<file path="src/rtl/cfgp_pkg.sv">
package cfgp_pkg;

   // Source of the byte captured into the host read register.
   typedef enum logic [2:0] {
      SRC_ONES,
      SRC_ZERO,
      SRC_INDEX,
      SRC_SELECT,
      SRC_IDENT,
      SRC_DEVICE
   } rd_src_e;

   localparam int IDENT_BYTES = 5;

endpackage

</file>
<file path="src/rtl/cfgp_lock.sv">
module cfgp_lock #(
   parameter int             DW         = 8,
   parameter logic [DW-1:0]  UNLOCK_KEY = 8'h87,
   parameter logic [DW-1:0]  LOCK_KEY   = 8'hAA,
   parameter int             KEY_WRITES = 2
) (
   input  logic          clk,
   input  logic          rst_n,
   input  logic          idx_wr,
   input  logic [DW-1:0] wdata,
   output logic          unlocked
);

   generate
      if (KEY_WRITES == 1) begin : g_single
         always_ff @(posedge clk) begin
            if (!rst_n) begin
               unlocked <= 1'b0;
            end else if (idx_wr) begin
               if (!unlocked && wdata == UNLOCK_KEY)
                  unlocked <= 1'b1;
               else if (unlocked && wdata == LOCK_KEY)
                  unlocked <= 1'b0;
            end
         end
      end else begin : g_count
         localparam int CW = $clog2(KEY_WRITES);
         localparam logic [CW-1:0] LAST = CW'(KEY_WRITES - 1);
         logic [CW-1:0] seen;

         always_ff @(posedge clk) begin
            if (!rst_n) begin
               unlocked <= 1'b0;
               seen     <= '0;
            end else if (idx_wr) begin
               if (unlocked) begin
                  if (wdata == LOCK_KEY)
                     unlocked <= 1'b0;
                  seen <= '0;
               end else if (wdata == UNLOCK_KEY) begin
                  if (seen == LAST) begin
                     unlocked <= 1'b1;
                     seen     <= '0;
                  end else begin
                     seen <= seen + 1'b1;
                  end
               end else begin
                  seen <= '0;
               end
            end
         end
      end
   endgenerate

endmodule

</file>
<file path="src/rtl/cfgp_glob_regs.sv">
module cfgp_glob_regs
   import cfgp_pkg::*;
#(
   parameter int              DW       = 8,
   parameter logic [DW-1:0]   LOCK_KEY = 8'hAA,
   parameter logic [DW-1:0]   SEL_IDX  = 8'h07,
   parameter logic [DW-1:0]   ID_BASE  = 8'h20,
   parameter logic [2*DW-1:0] CHIP_ID  = 16'h5A21,
   parameter logic [DW-1:0]   CHIP_REV = 8'h03,
   parameter logic [2*DW-1:0] MFR_ID   = 16'h1934
) (
   input  logic          clk,
   input  logic          rst_n,
   input  logic          unlocked,
   input  logic          idx_wr,
   input  logic          data_wr,
   input  logic [DW-1:0] wdata,
   output logic [DW-1:0] index,
   output logic [DW-1:0] sel,
   output logic          id_hit,
   output logic [DW-1:0] id_data
);

   logic [IDENT_BYTES-1:0][DW-1:0] id_tab;
   logic [DW-1:0]                  offset;

   assign id_tab[0] = CHIP_ID[2*DW-1:DW];
   assign id_tab[1] = CHIP_ID[DW-1:0];
   assign id_tab[2] = CHIP_REV;
   assign id_tab[3] = MFR_ID[2*DW-1:DW];
   assign id_tab[4] = MFR_ID[DW-1:0];

   assign offset = index - ID_BASE;
   assign id_hit = (index >= ID_BASE) && (offset < DW'(IDENT_BYTES));

   always_comb begin
      id_data = '0;
      for (int k = 0; k < IDENT_BYTES; k++)
         if (offset == DW'(k))
            id_data = id_tab[k];
   end

   always_ff @(posedge clk) begin
      if (!rst_n) begin
         index <= '0;
      end else if (idx_wr && unlocked && wdata != LOCK_KEY) begin
         index <= wdata;
      end
   end

   always_ff @(posedge clk) begin
      if (!rst_n) begin
         sel <= '0;
      end else if (data_wr && unlocked && index == SEL_IDX) begin
         sel <= wdata;
      end
   end

endmodule

</file>
<file path="src/rtl/cfgp_route.sv">
module cfgp_route
   import cfgp_pkg::*;
#(
   parameter int            DW       = 8,
   parameter logic [DW-1:0] SEL_IDX  = 8'h07,
   parameter logic [DW-1:0] FWD_BASE = 8'h30,
   parameter logic [DW-1:0] GPIO_LDN = 8'h06
) (
   input  logic          unlocked,
   input  logic          host_addr,
   input  logic          host_wr,
   input  logic          host_rd,
   input  logic [DW-1:0] host_wdata,
   input  logic [DW-1:0] index,
   input  logic [DW-1:0] sel,
   input  logic          id_hit,
   input  logic [DW-1:0] id_data,
   input  logic [DW-1:0] ld_rdata,
   output logic [DW-1:0] ld_addr,
   output logic [DW-1:0] ld_wdata,
   output logic          ld_wr,
   output logic          ld_rd,
   output logic [DW-1:0] rd_next
);

   logic    fwd_zone;
   logic    dev_ok;
   logic    fwd;
   rd_src_e src;

   assign fwd_zone = index >= FWD_BASE;
   assign dev_ok   = sel == GPIO_LDN;
   assign fwd      = unlocked && host_addr && fwd_zone && dev_ok;

   assign ld_addr  = index;
   assign ld_wdata = host_wdata;
   assign ld_wr    = fwd && host_wr;
   assign ld_rd    = fwd && host_rd;

   always_comb begin
      if (!unlocked)             src = SRC_ONES;
      else if (!host_addr)       src = SRC_INDEX;
      else if (index == SEL_IDX) src = SRC_SELECT;
      else if (id_hit)           src = SRC_IDENT;
      else if (fwd_zone)         src = dev_ok ? SRC_DEVICE : SRC_ONES;
      else                       src = SRC_ZERO;
   end

   always_comb begin
      unique case (src)
         SRC_ONES:   rd_next = '1;
         SRC_ZERO:   rd_next = '0;
         SRC_INDEX:  rd_next = index;
         SRC_SELECT: rd_next = sel;
         SRC_IDENT:  rd_next = id_data;
         SRC_DEVICE: rd_next = ld_rdata;
         default:    rd_next = '1;
      endcase
   end

endmodule

</file>
<file path="src/rtl/cfgport_dec.sv">
module cfgport_dec #(
   parameter int            DW         = 8,
   parameter logic [DW-1:0] UNLOCK_KEY = 8'h87,
   parameter logic [DW-1:0] LOCK_KEY   = 8'hAA,
   parameter int            KEY_WRITES = 2,
   parameter logic [DW-1:0] SEL_IDX    = 8'h07,
   parameter logic [DW-1:0] GPIO_LDN   = 8'h06,
   parameter logic [DW-1:0] ID_BASE    = 8'h20,
   parameter logic [DW-1:0] FWD_BASE   = 8'h30,
   parameter logic [15:0]   CHIP_ID    = 16'h5A21,
   parameter logic [7:0]    CHIP_REV   = 8'h03,
   parameter logic [15:0]   MFR_ID     = 16'h1934
) (
   input  logic          clk,
   input  logic          rst_n,
   input  logic          host_addr,
   input  logic          host_wr,
   input  logic          host_rd,
   input  logic [DW-1:0] host_wdata,
   output logic [DW-1:0] host_rdata,
   output logic          host_rvalid,
   output logic [DW-1:0] ld_addr,
   output logic [DW-1:0] ld_wdata,
   output logic          ld_wr,
   output logic          ld_rd,
   input  logic [DW-1:0] ld_rdata
);

   generate
      if (DW != 8) begin : g_bad_dw
         $error("cfgport_dec: DW must be 8");
      end
      if (KEY_WRITES < 1) begin : g_bad_keys
         $error("cfgport_dec: KEY_WRITES must be at least 1");
      end
      if (UNLOCK_KEY == LOCK_KEY) begin : g_bad_key_pair
         $error("cfgport_dec: unlock and lock bytes must differ");
      end
      if (FWD_BASE <= ID_BASE + DW'(4)) begin : g_bad_fwd
         $error("cfgport_dec: forwarding base overlaps identity registers");
      end
      if (SEL_IDX >= ID_BASE) begin : g_bad_sel
         $error("cfgport_dec: select register must sit below identity registers");
      end
   endgenerate

   logic          unlocked;
   logic          idx_wr;
   logic          data_wr;
   logic [DW-1:0] index;
   logic [DW-1:0] sel;
   logic          id_hit;
   logic [DW-1:0] id_data;
   logic [DW-1:0] rd_next;

   assign idx_wr  = host_wr && !host_addr;
   assign data_wr = host_wr && host_addr;

   cfgp_lock #(
      .DW(DW), .UNLOCK_KEY(UNLOCK_KEY), .LOCK_KEY(LOCK_KEY), .KEY_WRITES(KEY_WRITES)
   ) u_lock (
      .clk(clk), .rst_n(rst_n), .idx_wr(idx_wr), .wdata(host_wdata), .unlocked(unlocked)
   );

   cfgp_glob_regs #(
      .DW(DW), .LOCK_KEY(LOCK_KEY), .SEL_IDX(SEL_IDX), .ID_BASE(ID_BASE),
      .CHIP_ID(CHIP_ID), .CHIP_REV(CHIP_REV), .MFR_ID(MFR_ID)
   ) u_regs (
      .clk(clk), .rst_n(rst_n), .unlocked(unlocked), .idx_wr(idx_wr),
      .data_wr(data_wr), .wdata(host_wdata), .index(index), .sel(sel),
      .id_hit(id_hit), .id_data(id_data)
   );

   cfgp_route #(
      .DW(DW), .SEL_IDX(SEL_IDX), .FWD_BASE(FWD_BASE), .GPIO_LDN(GPIO_LDN)
   ) u_route (
      .unlocked(unlocked), .host_addr(host_addr), .host_wr(host_wr),
      .host_rd(host_rd), .host_wdata(host_wdata), .index(index), .sel(sel),
      .id_hit(id_hit), .id_data(id_data), .ld_rdata(ld_rdata),
      .ld_addr(ld_addr), .ld_wdata(ld_wdata), .ld_wr(ld_wr), .ld_rd(ld_rd),
      .rd_next(rd_next)
   );

   always_ff @(posedge clk) begin
      if (!rst_n) begin
         host_rvalid <= 1'b0;
         host_rdata  <= '0;
      end else begin
         host_rvalid <= host_rd;
         if (host_rd)
            host_rdata <= rd_next;
      end
   end

endmodule

</file>
<file path="config.mk">
export PLATFORM = sky130hd
export DESIGN_NAME = cfgport_dec
export DESIGN_NICKNAME = d
export VERILOG_FILES = /design/src/rtl/cfgp_pkg.sv /design/src/rtl/cfgp_lock.sv /design/src/rtl/cfgp_glob_regs.sv /design/src/rtl/cfgp_route.sv /design/src/rtl/cfgport_dec.sv
export SDC_FILE = /design/constraint.sdc
export NUM_CORES = 1
export LEC_CHECK = 0
export ABC_AREA = 1
export BUFFER_PORTS_ARGS = -buffer_cell sky130_fd_sc_hd__buf_2
export CAP_MARGIN = 20
export CORE_MARGIN = 5
export CORE_UTILIZATION = 47
export CTS_CLUSTER_DIAMETER = 100
export CTS_CLUSTER_SIZE = 28
export DETAILED_ROUTE_END_ITERATION = 10
export PLACE_DENSITY = 0.8
export SLEW_MARGIN = 10
export SYNTH_ARGS = -nofsm -noshare
export SYNTH_HDL_FRONTEND = slang
export SYNTH_SLANG_ARGS = --single-unit
</file>
<file path="constraint.sdc">
create_clock -name clk -period 1.64 [get_ports clk]
set_input_delay 0.246 -clock clk [delete_from_list [all_inputs] [get_ports clk]]
set_output_delay 0.246 -clock clk [all_outputs]
set_load 0.02 [all_outputs]
</file>
# ---- Yosys cells after proc, flatten, opt, wreduce, memory -nomap -nowiden
# Index checks and enable logic that the tools add are counted.
dict set report totals {
  reg_bits 27
  input_bits 21
  output_inout_bits 27
  wordCells 58
}
dict set report classes {
  addsub 2
  magnitude_cmp 3
  n_eq_ne 14
  mux 19
  n_reduce_logical 14
}
# operator count
set ops {}
lappend ops {{one-hot mux 8 bit (5 select lines)} 1}
lappend ops {{two-way mux 7 bit} 5}
lappend ops {{== test 8 x 3 -> 1 bit, second input constant} 3}
lappend ops {{two-way mux 3 bit} 6}
lappend ops {{== test 8 x 2 -> 1 bit, second input constant} 2}
lappend ops {{== test 8 bit, second input constant} 2}
lappend ops {{>= comparator 8 x 6 -> 1 bit, second input constant} 2}
lappend ops {{logical AND 1 bit} 12}
lappend ops {{== test 8 x 1 -> 1 bit, second input constant} 1}
lappend ops {{logical NOT 8 bit} 1}
lappend ops {{less-than comparator 8 x 3 -> 1 bit, second input constant} 1}
lappend ops {{inequality test 8 bit, second input constant} 1}
lappend ops {{subtractor 8 x 6 -> 8 bit, second input constant} 1}
lappend ops {{two-way mux 1 bit} 7}
lappend ops {{== test 3 x 2 -> 1 bit, second input constant} 2}
lappend ops {{== test 3 bit, second input constant} 2}
lappend ops {{== test 3 x 1 -> 1 bit, second input constant} 1}
lappend ops {{adder 1 bit, second input constant} 1}
lappend ops {{logical NOT 1 bit} 1}

# ---- Logic depth before layout (Yosys ltp)
# Gate-level depths: netlist of the first run.
dict set report logic_depth {
  ltp_word 9
  depth_mapped 14
  ltp_nobuf 14
}

# ---- By module
# From an unflattened synthesis of the first run, not the netlist that was laid out.
dict set report unflattened {
  cells_unflattened 358
  area_unflattened_um2 2135.8
}
# mod n_inst cells_per_inst area_each_um2
set modules_own_cells {}
lappend modules_own_cells {cfgp_glob_regs 1 152 945.9}
lappend modules_own_cells {cfgp_route 1 119 629.4}
lappend modules_own_cells {cfgport_dec 1 58 390.4}
lappend modules_own_cells {cfgp_lock 1 29 170.2}

# ---- Worst setup path before layout of the first run
# Ideal clock, no wire load.
dict set report synth_timing {
  path_type {register to register}
  start {reg u_regs.index[5]}
  end {reg host_rdata[0]}
  arrival_time_ns 1.671
  required_time_ns 1.523
  path_slack_ns -0.149
  stages_incl_launch_ff 12
  period_less_slack_ns 1.789
  path_cell_list {dfxtp_1 inv_1 ha_1 nand3_2 nor2_4 nand2_2 nand3_1 nand3_1 inv_2 nand2_1 nor2_1 nor2_1}
}
dict set report synth_via {
  elab_chain_len 9
  word_cells_on_any_way 25
  cone_classes {add/sub (1); order compare (3); eq/ne (10); mux (10); reduce/logical (1)}
}
# element line
set synth_lines {}
lappend synth_lines {{from (decl)} cfgp_glob_regs.sv:18} ;# output logic [DW-1:0] index,
lappend synth_lines {{from (signal assigned)} cfgp_glob_regs.sv:47} ;# index <= wdata;
lappend synth_lines {{subtractor 8 x 6 -> 8 bit} cfgp_glob_regs.sv:33} ;# assign offset = index - ID_BASE;
lappend synth_lines {{less-than comparator 8 x 3 -> 1 bit} cfgp_glob_regs.sv:34} ;# assign id_hit = (index >= ID_BASE) && (offset < DW'(IDENT_BYTES));
lappend synth_lines {{logical AND 1 bit} cfgp_glob_regs.sv:34}
lappend synth_lines {{two-way mux 3 bit} cfgp_route.sv:44} ;# else if (id_hit) src = SRC_IDENT;
lappend synth_lines {{two-way mux 3 bit} cfgp_route.sv:43} ;# else if (index == SEL_IDX) src = SRC_SELECT;
lappend synth_lines {{two-way mux 3 bit} cfgp_route.sv:42} ;# else if (!host_addr) src = SRC_INDEX;
lappend synth_lines {{two-way mux 3 bit} cfgp_route.sv:41} ;# if (!unlocked) src = SRC_ONES;
lappend synth_lines {{== test 3 bit (tied with other cells)} cfgp_route.sv:50} ;# unique case (src)
lappend synth_lines {{one-hot mux 8 bit (5 select lines) *} cfgp_route.sv:50}
lappend synth_lines {{to (signal assigned)} cfgport_dec.sv:91} ;# host_rdata <= rd_next;
lappend synth_lines {{to (decl)} cfgport_dec.sv:20} ;# output logic [DW-1:0] host_rdata,
# Mark *: on every way between the ends. The rest lies on a longest branch, timed or not.
# A chain may end at the register's enable or synchronous reset.

# ---- Final worst setup path of the first run
dict set report layout_timing {
  start {reg u_regs.sel[0]}
  end {out ld_wr}
}
dict set report layout_via {
  elab_chain_len 3
}
# element line
set layout_lines {}
lappend layout_lines {{from (decl)} cfgp_glob_regs.sv:19} ;# output logic [DW-1:0] sel,
lappend layout_lines {{from (signal assigned)} cfgp_glob_regs.sv:55} ;# sel <= wdata;
lappend layout_lines {{== test 8 x 3 -> 1 bit} cfgp_route.sv:32} ;# assign dev_ok = sel == GPIO_LDN;
lappend layout_lines {{logical AND 1 bit} cfgp_route.sv:33} ;# assign fwd = unlocked && host_addr && fwd_zone && dev_ok;
lappend layout_lines {{logical AND 1 bit} cfgp_route.sv:37} ;# assign ld_wr = fwd && host_wr;
lappend layout_lines {{to (decl)} cfgport_dec.sv:24} ;# output logic ld_wr,
# Every way passes these cells.

==> results of run 1 <==
[placed cells by master (no fill, tap or decap), drive strengths merged, types with 3 or more instances in the layout]
master  instances
nor3            5
nand3          16
inv            38
dfxtp          27
nand4           6
nand2          73
nor2           41
a21oi          18
clkbuf          3
buf            65
o21ai          24
[worst max-delay path by stage]
| stage | cells after the start | startpoint | slack (ns) | to |
|---|---|---|---|---|
| global placement | 11 | u_regs.index[6] | 0.04 | host_rdata[1] |
| detailed placement | 12 | u_regs.index[6] | -0.006 | host_rdata[5] |
| CTS | 6 | u_regs.sel[6] | -0.04 | ld_wr |
| finish | 6 | u_regs.sel[0] | -0.14 | ld_wr |
| global route | 6 | u_regs.sel[3] | -0.21 | ld_wr |
| floorplan | 11 | u_regs.index[6] | 0.02 | host_rdata[0] |
[logic make-up (layout without fill, tap and decap cells)]
family	after synthesis	after routing	share of synthesized area, %
buffers and inverters	51	106	13.86
adders and majority gates	1	1	0.7412
DFF	27	27	32.02
AOI/OAI and AO/OA	44	44	13.34
and+or+nand+nor	142	143	40.03
[layer usage]
layer	share of wire (%)	GRT usage (%)	wire length [um]
met5	0	0	0
met4	2.1	3.404	100
met3	6.6	4.017	320
met2	48	31.27	2331
met1	44	24.43	2122
[final cells by class]
cell class	instances	area [um2]
Fill cell	331	1226
Multi-Input combinational cell	188	1033
Sequential cell	27	553.0
Timing Repair Buffer	65	375.4
Inverter	37	138.9
Tap cell	46	57.56
Clock buffer	3	22.52
Clock inverter	1	8.758
[worst max-delay path: stages, from the launching register on]
cell and delay, ns:
dfxtp_2 0.37, nor2_2 0.11, nand2_2 0.08, nor2_4 0.14
nand2_4 0.08, nor3_2 0.22, buf_4 0.18
[through the flow]
step,TNS (ns),area (um2),power [uW],setup WS (ns),hold WS [ns]
global route,-1.780,2190,1201,-0.2127,0.1762
CTS,-0.05393,2086,1162,-0.04235,0.1597
detailed placement,-0.005701,1936,842.9,-0.005701,0.4714
global placement,0,1936,840.5,0.03784,0.4673
finish,-0.2852,2190,1153,-0.1369,0.1730
floorplan,0,1693,784.4,0.01650,0.3624
[flip-flops by register name, indices dropped and copies added, names as in the netlist]
register,count
u_lock.unlocked,1
host_rdata,8
u_regs.sel,8
host_rvalid,1
u_regs.index,8
u_lock.g_count.seen,1
[where the power goes]
part	total, uW	internal [uW]	switching [uW]
clock network	324	100	223
logic	151	50.2	101
registers	678	671	7.08
[timing repair]
item | CTS | global route
cloned | 0 | 1
pin swaps | 3 | 16
endpoints found under the hold margin | 0 | 0
buffers inserted | 9 | 4
endpoints found under the setup margin | 9 | 11
resized for setup | 18 | 20
==> results.txt, run 1 <==
The logs give 0.001543 ns for the largest clock skew in the final design and 0.34 ns for the latest clock arrival within the worst-skew pair. The run gives 7576 um as the global-route wire length before repair. For this design, the sink count on the clock tree is 27. After synthesis, flip-flops and latches occupy 32.02% of the total area.

Detailed placement ended at an HPWL of 3348 um. The run gives 0 as the total count of max-transition violations in the final report. Headroom to the max-slew limit came out at 71.13%. The number of different library cells used by synthesis comes to 26. The critical path arrival came out at 1.53 ns.

Counting along the longest clock path gives a buffer depth of 2. The flow ran to the end, but the final reports show violations. Dividing the detail-routed wire length by the instance count gives 13.28 um. By startpoint and endpoint, the worst setup path is classified as reg -> out. The commonest cells after synthesis are 61 x nand2_1, 34 x nor2_1, 29 x inv_1, 27 x dfxtp_1, 20 x o21ai_0. STA classifies the critical path endpoint as an output pin.

The first-pass detailed-route iteration total came out at 4. The endpoint identified for the worst register-to-register timing path is host_rdata[3]. Number of top-level pins: 48.

The weighted congestion at the end of routability-driven global placement was 0.8824; the total number of yosys warnings was 0. For this run the aggregate overflow at the end of global routing stands at 0. The width of the die was 69.93 um. Synthesis produced 265 cells. Sorting the synthesized cells by area gives the leading types as dfxtp_1 32%, nand2_1 14%, nor2_1 7.6%. STA classifies the critical path startpoint as a flop. Based on the critical path, the design can be clocked at up to 562.8 MHz. For the pin with the worst max-slew slack, the measured transition is 0.4302 ns. Counting flops with a built-in enable in the synthesized netlist gives 0. The number of hold buffers added after CTS was 0. After detailed routing, the number of remaining DRC violations is 0.

In this run the clock root is driven by a clkbuf_4. Synthesis produced a netlist with a net count of 287. The via count of the first global-routing pass is 1,633, and the placeable core region is 3416 um2. The tightest min-delay check is of the in -> reg type. The final reports fail on setup timing. Once the floorplan was initialized, standard cells occupied 49.41% of the core. Data on the critical path is required at its endpoint by 1.39 ns.

The final number of hold-violating endpoints was 0; the number of placed instances with taps included was 350. The final layout net count is 344, and the area share of the leading cell type in the synthesized netlist is 32.02%. After synthesis, the share of flip-flops with an asynchronous set or reset is 0%. The post-CTS clock slew at the launch and capture registers of the worst setup and hold paths was 0.16 ns.

The minimum setup slack among reg-to-reg paths was -0.05 ns; the standby leakage power was 0.001033 uW. Leading cell type by number of instances after synthesis: nand2_1. The detail route stage leaves a number of antenna-violating nets equal to 0. Depth of the CTS H-tree: 1. The area of the die is 4890 um2, and the share of the cycle needed by the critical path after routing is 108.3%. The post-route netlist has 39.56% of its cells at a drive strength greater than 1.

The cell count of the worst hold path came out at 3. The largest total area in the synthesized netlist belongs to dfxtp_1. The worst reg-to-reg path cell count came out at 12. The y dimension of the die was 69.93 um. The startpoint identified for the worst register-to-register timing path is u_regs.index[5]. For the cell area after synthesis, the log shows 1688 um2. TritonCTS created 3 clock buffers. In the synthesized netlist the dominant register cell turns out to be dfxtp_1.

The path with the worst hold slack has its endpoint at u_regs.sel[6]. The number of antenna violations at the first check in global routing was 0. TritonCTS built the clock tree.

Input and output buffers added on the ports amount to 47. The maximum number of pins on one net before global-route repair is 18. After floorplanning, the core was divided into 21 placement rows. Setup violations remaining at the end of the flow were counted as 11. The signed area change from the synthesized netlist to the final layout is 29.73%, and the max-capacitance violation count is 0.

The time the worst path needs with I/O delays and setup is 1.777 ns, and the share of the core filled with cells is 64.10%. 0 antenna diodes ended up in the layout. The count of cells in the finished layout, fillers not included, comes to 367.

Of all nets on the critical path, the largest fanout is 3. Setup repair after global routing could not meet its margin everywhere. The power per cell area was 526.6 nW/um2; the mean post-synth cell area was 6.369 um2. Dividing the detail-routed via count by the number of cells gives 5.204. The peak supply drop was 0.5572 mV; the register bit count reported by yosys was 27. The worst setup slack after layout is -0.1369 ns, and the starting DRC count in detailed routing is 148. The startpoint identified for the worst hold timing path is host_wdata[6].

Wires add up to 4874 um. The logs give 18.53% for the combined global-route utilization of all metal layers and 1,910 for the total via count in the routed design.
Note: power is estimated with default switching activity, not from simulation.
==> run 2, diff against run 1 <==
--- a/config.mk
+++ b/config.mk
@@ -13,6 +13,7 @@
 export CTS_CLUSTER_DIAMETER = 100
 export CTS_CLUSTER_SIZE = 28
 export DETAILED_ROUTE_END_ITERATION = 10
+export MAX_ROUTING_LAYER = met4
 export PLACE_DENSITY = 0.8
 export SLEW_MARGIN = 10
 export SYNTH_ARGS = -nofsm -noshare
==> run 2 against run 1 <==
  * The flow still finishes with violations (setup timing)
  * Clock power barely moved
  * Combinational power barely moved
  * Non-clock buffer count did not move
  * Sequential share of layout area did not move
  * First-iteration DRC count fell by 10%
  * Largest cell class unchanged
==> results.txt, run 2 (same netlist as run 1, synthesis figures left out) <==
The run finished, with violations left. The checks that failed: setup timing. The starting DRC count in detailed routing came out at 133 (-10%). The run gives 5 (+1) as the first-pass detailed-route iteration total.

Leading cell type in the layout, fill and taps excluded: nand2_1. The tools report the startpoint of the lowest-slack register-to-register path as u_regs.index[5]. The average wire length per cell after detail routing came out at 13.27 um (about the same). The remaining design rule violation count was 0 (unchanged); the detail-routed via count per cell was 5.163 (-0.79%). The tools report the total power of the final layout as 1156 uW (+0.25%).

The sort of element at the end of the critical path is an output pin. Signed area change from the synthesized netlist to the final layout: 29.73% (unchanged). The run gives 1,895 (-0.79%) as the total via count in the routed design. The tools report the startpoint of the worst setup timing path as u_regs.sel[0]. The via count of the first global-routing pass came out at 1,634 (+0.061%). The run gives 0.35 ns (about the same) as the latest clock arrival within the worst-skew pair.

The worst register-to-register path ends at host_rdata[3]. The tools report the achievable frequency as 562.4 MHz (about the same). Following the worst setup path forward leads to its endpoint at ld_wr. The clock sink total came out at 27 (unchanged). The maximum number of pins on one net before global-route repair came out at 18 (unchanged). The share of the cycle needed by the critical path after routing came out at 108.4% (about the same). The minimum setup slack among reg-to-reg paths was -0.06 ns (about the same); the number of buffers inserted by port buffering was 47 (unchanged).

The tools report the total setup violations reported at the end of the flow as 7 (-4). The logs give 0 (unchanged) for the final number of hold-violating endpoints and 2 (unchanged) for the maximum count of clock buffers along a single path. The sum of overflow across all layers after global routing is 0 (unchanged). The run gives 3 (unchanged) as the number of buffers inserted during clock tree synthesis. For the number of hold-repair buffers added at the cts stage, the log shows 0 (unchanged). The time the worst path needs with I/O delays and setup is 1.778 ns (+0.001355 ns), and the initial cell density of the core is 49.41% (unchanged). The tools report the detailed-route wire length as 4870 um (about the same). The weighted congestion at the end of routability-driven global placement was 0.8971 (+1.7%). The total count of max-transition violations in the final report came out at 0 (unchanged). The count of antenna-violating nets left after detailed routing is 0 (unchanged), and the count of antenna diodes in the layout is 0 (unchanged). Worst reg-to-reg path cell count: 12 (unchanged). For the area after detailed placement, the log shows 1936 um2 (unchanged). The critical path arrival came out at 1.53 ns (about the same).

The post-CTS clock slew at the launch and capture registers of the worst setup and hold paths was 0.16 ns (about the same). Cell area after layout: 2190 um2 (unchanged). Leaving out fill and tap cells, the most frequent cells in the layout are 53 x nand2_1, 45 x buf_2, 28 x nor2_1, 27 x inv_1. The setup path with the least slack is of type reg -> out.

The slew at the pin closest to its max-slew limit works out to 0.4318 ns (+0.001643 ns). The max-capacitance violation count is 0 (unchanged), and the worst setup slack before clock tree synthesis is -0.005701 ns (unchanged). The sum of negative setup slack was -0.2662 ns (+0.01897 ns). The min-delay analysis places its worst path in the category in -> reg. The final layout net count is 344 (unchanged), and the detailed placer's ending HPWL is 3348 um (unchanged).

The run gives 0.5576 mV (about the same) as the peak supply drop. Y dimension of the die: 69.93 um (unchanged). The required time of the worst setup path is 1.39 ns (about the same). The largest registers in the layout are host_rdata (8), u_regs.index (8), u_regs.sel (8). For the total number of placement rows, the log shows 21 (unchanged). The run gives 71.02% (-0.11 points) as the worst slew margin relative to its limit.

TritonCTS built the clock tree. The largest clock skew in the final design was 0.002778 ns (+0.001235 ns). The final hold slack is 0.1665 ns (-0.006436 ns). The maximum fanout count along the critical path is 3 (unchanged). The combined global-route utilization of all metal layers was 19.01% (+0.48 points); the area of the die was 4890 um2 (unchanged).

The logs give 3416 um2 (unchanged) for the placeable core region and 0.001033 uW (unchanged) for the standby leakage power. Setup repair after global routing could not meet its margin everywhere. The run gives 48 (unchanged) as the number of top-level pins. The tree is rooted in a clkbuf_4. The global-route wire length before repair was 7562 um (-0.18%). The worst setup slack after layout is -0.1382 ns (-0.001355 ns). The share of layout cells above drive strength 1 came out at 39.56% (unchanged). The depth of the CTS H-tree is 1 (unchanged). Width of the die: 69.93 um (unchanged). The power per cell area was 527.9 nW/um2 (+0.25%); the number of antenna violations at the first check in global routing was 0 (unchanged). Sort of element at the start of the critical path: a flop.
==> run 2: cell counts in the layout (fill, tap and decap cells not counted) <==
Identical to the previous run, type by type.
==> run 2: through the flow <==
step / utilization (%) / cells
finish: 64.10 / 367
global route: 64.10 / 367
global placement: 56.67 / 350
CTS: 61.06 / 363
detailed placement: 56.67 / 350
floorplan: - / 265
==> run 2: power by group <==
part           total [uW]  switching (uW)  internal (uW)  leakage [uW]
Combinational         152             102           50.1      0.000790
Sequential            678            7.06            671      0.000225
Clock                 326             226            100     0.0000183
Total                1160             335            821       0.00103
==> run 2: layer usage <==
| layer | share of wire [%] | GRT usage, % |
|---|---|---|
| met4 | 2.1 | 3.404 |
| met1 | 44 | 24.35 |
| met5 | 0 | - |
| met2 | 48 | 31.37 |
| met3 | 5.9 | 3.874 |
==> run 2: worst max-delay path, cell delays in order, from the launching register on <==
cell and delay, ns:
dfxtp_2 0.37, nor2_2 0.11, nand2_2 0.08, nor2_4 0.14, nand2_4 0.08, nor3_2 0.22
buf_4 0.18
==> run 2: timing repair <==
action / CTS / global route
pin swaps: 3 / 16
hold endpoints to repair: 0 / 0
gates resized for setup: 18 / 20
gates cloned: 0 / 1
setup buffers: 9 / 4
setup endpoints to repair: 9 / 11
==> run 2: area by class of cell <==
| type | instances | area (um2) |
|---|---|---|
| fillers | 331 | 1226 |
| multi-input cells | 188 | 1033 |
| clock inverters | 1 | 8.758 |
| clock buffers | 3 | 22.52 |
| flip-flops and latches | 27 | 553.0 |
| well taps | 46 | 57.56 |
| repair buffers | 65 | 375.4 |
| inverters | 37 | 138.9 |
==> run 2: how the worst min path moves through the flow <==
| stage | start | slack [ns] | end | cells after the start |
|---|---|---|---|---|
| 6_report | host_wdata[6] | 0.17 | u_regs.sel[6] | 3 |
| 5_1_grt | host_wdata[7] | 0.18 | u_regs.sel[7] | 3 |
| 4_1_cts | host_wdata[6] | 0.16 | u_regs.sel[6] | 3 |
| 3_5_place_dp | u_regs.sel[6] | 0.47 | u_regs.sel[6] | 2 |
| 3_3_place_gp | u_regs.sel[4] | 0.47 | u_regs.sel[4] | 2 |
| 2_1_floorplan | rst_n | 0.36 | host_rvalid | 2 |
==> run 3, diff against run 2 <==
--- a/config.mk
+++ b/config.mk
@@ -5,16 +5,15 @@
 export SDC_FILE = /design/constraint.sdc
 export NUM_CORES = 1
 export LEC_CHECK = 0
-export ABC_AREA = 1
 export BUFFER_PORTS_ARGS = -buffer_cell sky130_fd_sc_hd__buf_2
 export CAP_MARGIN = 20
 export CORE_MARGIN = 5
-export CORE_UTILIZATION = 47
+export CORE_UTILIZATION = 45
 export CTS_CLUSTER_DIAMETER = 100
 export CTS_CLUSTER_SIZE = 28
 export DETAILED_ROUTE_END_ITERATION = 10
 export MAX_ROUTING_LAYER = met4
-export PLACE_DENSITY = 0.8
+export PLACE_DENSITY = 0.79
 export SLEW_MARGIN = 10
 export SYNTH_ARGS = -nofsm -noshare
 export SYNTH_HDL_FRONTEND = slang
==> run 3 against run 2 <==
  * The flow still finishes with violations (setup timing)
  * Register-to-register slack got worse by 0.37 ns
  * Routed wire length rose by 12%
  * Fmax fell by 14%
  * Critical endpoint is now host_rdata[2]
  * Sequential power barely moved
  * Critical path type is now reg -> reg
  * Clock skew rose by 0.010 ns
  * Design area rose by 7.4%
  * Sequential cell count did not move
  * Area after synthesis fell by 9.1%
==> results.txt, run 3 <==
The power per cell area was 496.1 nW/um2 (-6.0%); the worst reg-to-reg path cell count was 9 (-3). The share of layout cells above drive strength 1 was 57.42% (+18 points). The flow ran to the end, but the final reports show violations. The logs give 0 (unchanged) for the final number of hold-violating endpoints and 21 (unchanged) for the total number of placement rows. The cell depth of the worst setup path is 9 (+3). The total setup violations reported at the end of the flow was 18 (+11); the sum of overflow across all layers after global routing was 0 (unchanged).

The largest clock skew in the final design is 0.01293 ns (+0.01016 ns). The count of antenna diodes in the layout is 0 (unchanged). Maximum single-stage delay on the critical path: 0.38 ns (about the same).

The run gives 27 (unchanged) as the clock sink total. The latest clock arrival within the worst-skew pair was 0.35 ns (about the same). TritonCTS built the clock tree. Standard cell with the maximum stage delay on the critical path: dfxtp_4. The library cell used most frequently in the layout, excluding fill and tap cells, is buf_2. Kind of path behind the tightest hold check: in -> reg. The run gives 3311 um2 (-3.1%) as the placeable core region. Achievable frequency: 482.7 MHz (-14%). The sort of element at the start of the critical path is a flop. For the total count of max-transition violations in the final report, the log shows 0 (unchanged). The minimum setup slack among reg-to-reg paths was -0.43 ns (-0.37 ns); the post-CTS clock slew at the launch and capture registers of the worst setup and hold paths was 0.16 ns (about the same). The area after detailed placement is 2002 um2 (+3.4%), and the area share of the leading cell type in the synthesized netlist is 35.24% (+3.2 points). The maximum fanout count along the critical path was 5 (+2); the detail-routed via count per cell was 5.851 (+13%). The signed area change from the synthesized netlist to the final layout was 53.34%.

The type of the setup path with the least slack is reg -> reg. The most instantiated flip-flop cell in the synthesis netlist was dfxtp_1. The required time of the worst setup path is 1.88 ns (+0.49 ns).

The first-pass detailed-route iteration total was 5 (unchanged). Maximum number of pins on one net before global-route repair: 28 (+10). The proportion of synthesized flip-flops having asynchronous set or reset works out to 0% (unchanged).

The combined global-route utilization of all metal layers is 22.69% (+3.7 points). The number of antenna violations at the first check in global routing was 0 (unchanged); the number of buffers inserted by port buffering was 47 (unchanged). Total via count in the routed design: 1,767 (-6.8%).

The multi-input combinational cell area was 1064 um2 (+2.9%). After global routing, the most crowded layer is met2. The max-capacitance violation count came out at 0 (unchanged). The count of flip-flops with a built-in enable after synthesis was 0 (unchanged); the final layout net count was 279 (-19%). In the post-synthesis netlist, the biggest area contributors are dfxtp_1 35%, nand2_1 5.4%, nor2b_1 5.3%. The global routing usage on met3 was 2.956% (-0.92 points); the depth of the CTS H-tree was 1 (unchanged). The area of the die is 4677 um2 (-4.4%). The tools report the detailed placer's ending HPWL as 3559 um (+6.3%). The y dimension of the die came out at 68.39 um (-2.2%). The starting DRC count in detailed routing is 215 (+62%), and the final hold slack is 0.1708 ns (+0.004241 ns).

The time the worst path needs with I/O delays and setup works out to 2.072 ns (+0.2934 ns). The largest total area in the synthesized netlist belongs to dfxtp_1. For the count of distinct cell types in the synthesized netlist, the log shows 44 (+69%). The width of the die came out at 68.39 um (-2.2%). The tools report the gate count of the mapped netlist as 175 (-34%). The cell area after layout came out at 2352 um2 (+7.4%). The largest registers in the layout are host_rdata (8), u_regs.index (8), u_regs.sel (8). The number of filler cells placed in the layout came out at 237 (-28%). The weighted congestion at the end of routability-driven global placement is 0.9929 (+11%). Total number of yosys warnings: 0 (unchanged).

The global-route wire length before repair was 7762 um (+2.6%); the detailed-route wire length was 5474 um (+12%). The cell count of the worst hold path was 3 (unchanged). Initial cell density of the core: 46.33% (-3.1 points). For the cell area after synthesis, the log shows 1534 um2 (-9.1%). In this run the clock root is driven by a clkbuf_4. The number of buffers inserted during clock tree synthesis is 3 (unchanged), and the worst slew margin relative to its limit is 64.10% (-6.9 points). The run gives 1,599 (-2.1%) as the via count of the first global-routing pass. The buffers plus inverters on the worst setup path was 3 (+2).

The mean post-synth cell area is 8.766 um2 (+38%). The commonest cells after synthesis are 27 x dfxtp_1, 22 x nand2_1, 13 x nor2b_1. The worst setup slack after layout was -0.4316 ns (-0.2934 ns). Setup repair after global routing could not meet its margin everywhere. The area used by sequential logic in the layout was 550.5 um2 (-0.45%). The critical path goes through buf_6, inv_4, ha_4, and4bb_2, o211ai_1, and3b_2, buf_4, a211oi_2, a21oi_1. The sequential fraction of the synthesis area is 35.24% (+3.2 points). In the layout the commonest cells are 45 x buf_2, 42 x buf_4, 23 x dfxtp_1, 16 x nand2_1, 12 x nor2b_1. The number of nets in the synthesized netlist came out at 197 (-31%). Standby leakage power: 0.0009468 uW (-8.3%).

The remaining design rule violation count is 0 (unchanged). The met2 layer usage reported by global route came out at 37.19% (+5.8 points). The register bit count reported by yosys is 27 (unchanged), and the count of antenna-violating nets left after detailed routing is 0 (unchanged). The number of top-level pins came out at 48 (unchanged). The average wire length per cell after detail routing came out at 18.13 um (+37%). The checks that failed: setup timing. In this design, the largest share of critical-path delay is due to simple AND/OR/NAND/NOR gates. STA classifies the critical path endpoint as a flop. The maximum count of clock buffers along a single path came out at 2 (unchanged).

The run gives 0.2871 mV (-49%) as the peak supply drop. The share of the cycle needed by the critical path after routing came out at 126.3% (+18 points). The run gives 28.06% (+3.7 points) as the met1 usage. The sum of negative setup slack was -3.566 ns (-3.300 ns); the slew at the pin closest to its max-slew limit was 0.5361 ns (+0.1043 ns). Among all cell types in the netlist, the one instantiated most often is dfxtp_1. For the critical path arrival, the log shows 2.31 ns (+0.78 ns).
## run 3: changes by cell type after synthesis, moves of 5 or more
cell | before | now
nand2_1 | 61 | 22
nor2_1 | 34 | 3
inv_1 | 29 | 4
nor2b_1 | 0 | 13
a21oi_1 | 18 | 6
nand2_2 | 10 | 0
o21ai_0 | 20 | 10
inv_2 | 8 | 0
mux2i_1 | 0 | 8
a21boi_0 | 0 | 7
nand3_1 | 15 | 10
## run 3: worst paths after layout
check,startpoint,end
setup / recovery,u_regs.index[6],host_rdata[2]
hold / removal,ld_rdata[5],host_rdata[5]
setup reg to reg,u_regs.index[6],host_rdata[2]
hold reg to reg,u_regs.sel[3],u_regs.sel[3]
## run 3: where the power goes
group / internal, uW / switching [uW]
Clock: 95.6 / 221
Combinational: 70.5 / 105
Sequential: 668 / 7.19
Total: 834 / 333
## run 3: metal layers
metal  vias up  wire [um]
li1        799          -
met1       847       2137
met2        97       2763
met3        24        386
met4         0        187
met5         -          0
## run 3: worst min-delay path: stages
cell and delay (ns):
buf_2 0.08, a221oi_1 0.06, a21oi_1 0.11
## run 3: through the flow
| stage | utilization [%] | power (uW) | instances | setup WS [ns] |
|---|---|---|---|---|
| 2_1_floorplan | - | 773.8 | 175 | -0.1844 |
| 3_3_place_gp | 60.47 | 846.5 | 287 | -0.1482 |
| 3_5_place_dp | 60.47 | 847.6 | 287 | -0.2349 |
| 4_1_cts | 67.65 | 1149 | 299 | -0.2926 |
| 5_1_grt | 71.05 | 1204 | 302 | -0.4565 |
| 6_report | 71.05 | 1167 | 302 | -0.4316 |
## run 3: cell families (layout without fill, tap and decap cells)
family | after synthesis | in the layout | synth area share (%)
AOI/OAI and AO/OA | 44 | 44 | 19.82
xor gates and xnor gates | 3 | 3 | 1.713
adders and majority gates | 1 | 1 | 0.8155
buffers and inverters | 22 | 103 | 8.971
DFF | 27 | 27 | 35.24
muxes | 8 | 8 | 5.220
and+or+nand+nor | 70 | 70 | 28.22
## run 3: cell type report
type,count,area share (%)
Timing Repair Buffer,95,26.97
Sequential cell,27,23.40
Inverter,4,0.7447
Multi-Input combinational cell,126,45.21
Clock inverter,1,0.2660
Clock buffer,3,0.9574
Tap cell,46,2.447
## run 3: repair_timing
item                                    in CTS  in global routing
setup buffers                                8                  3
gates resized for setup                     41                 18
pin swaps                                   27                 21
endpoints found under the setup margin      26                 18
hold buffers                                 0                  0
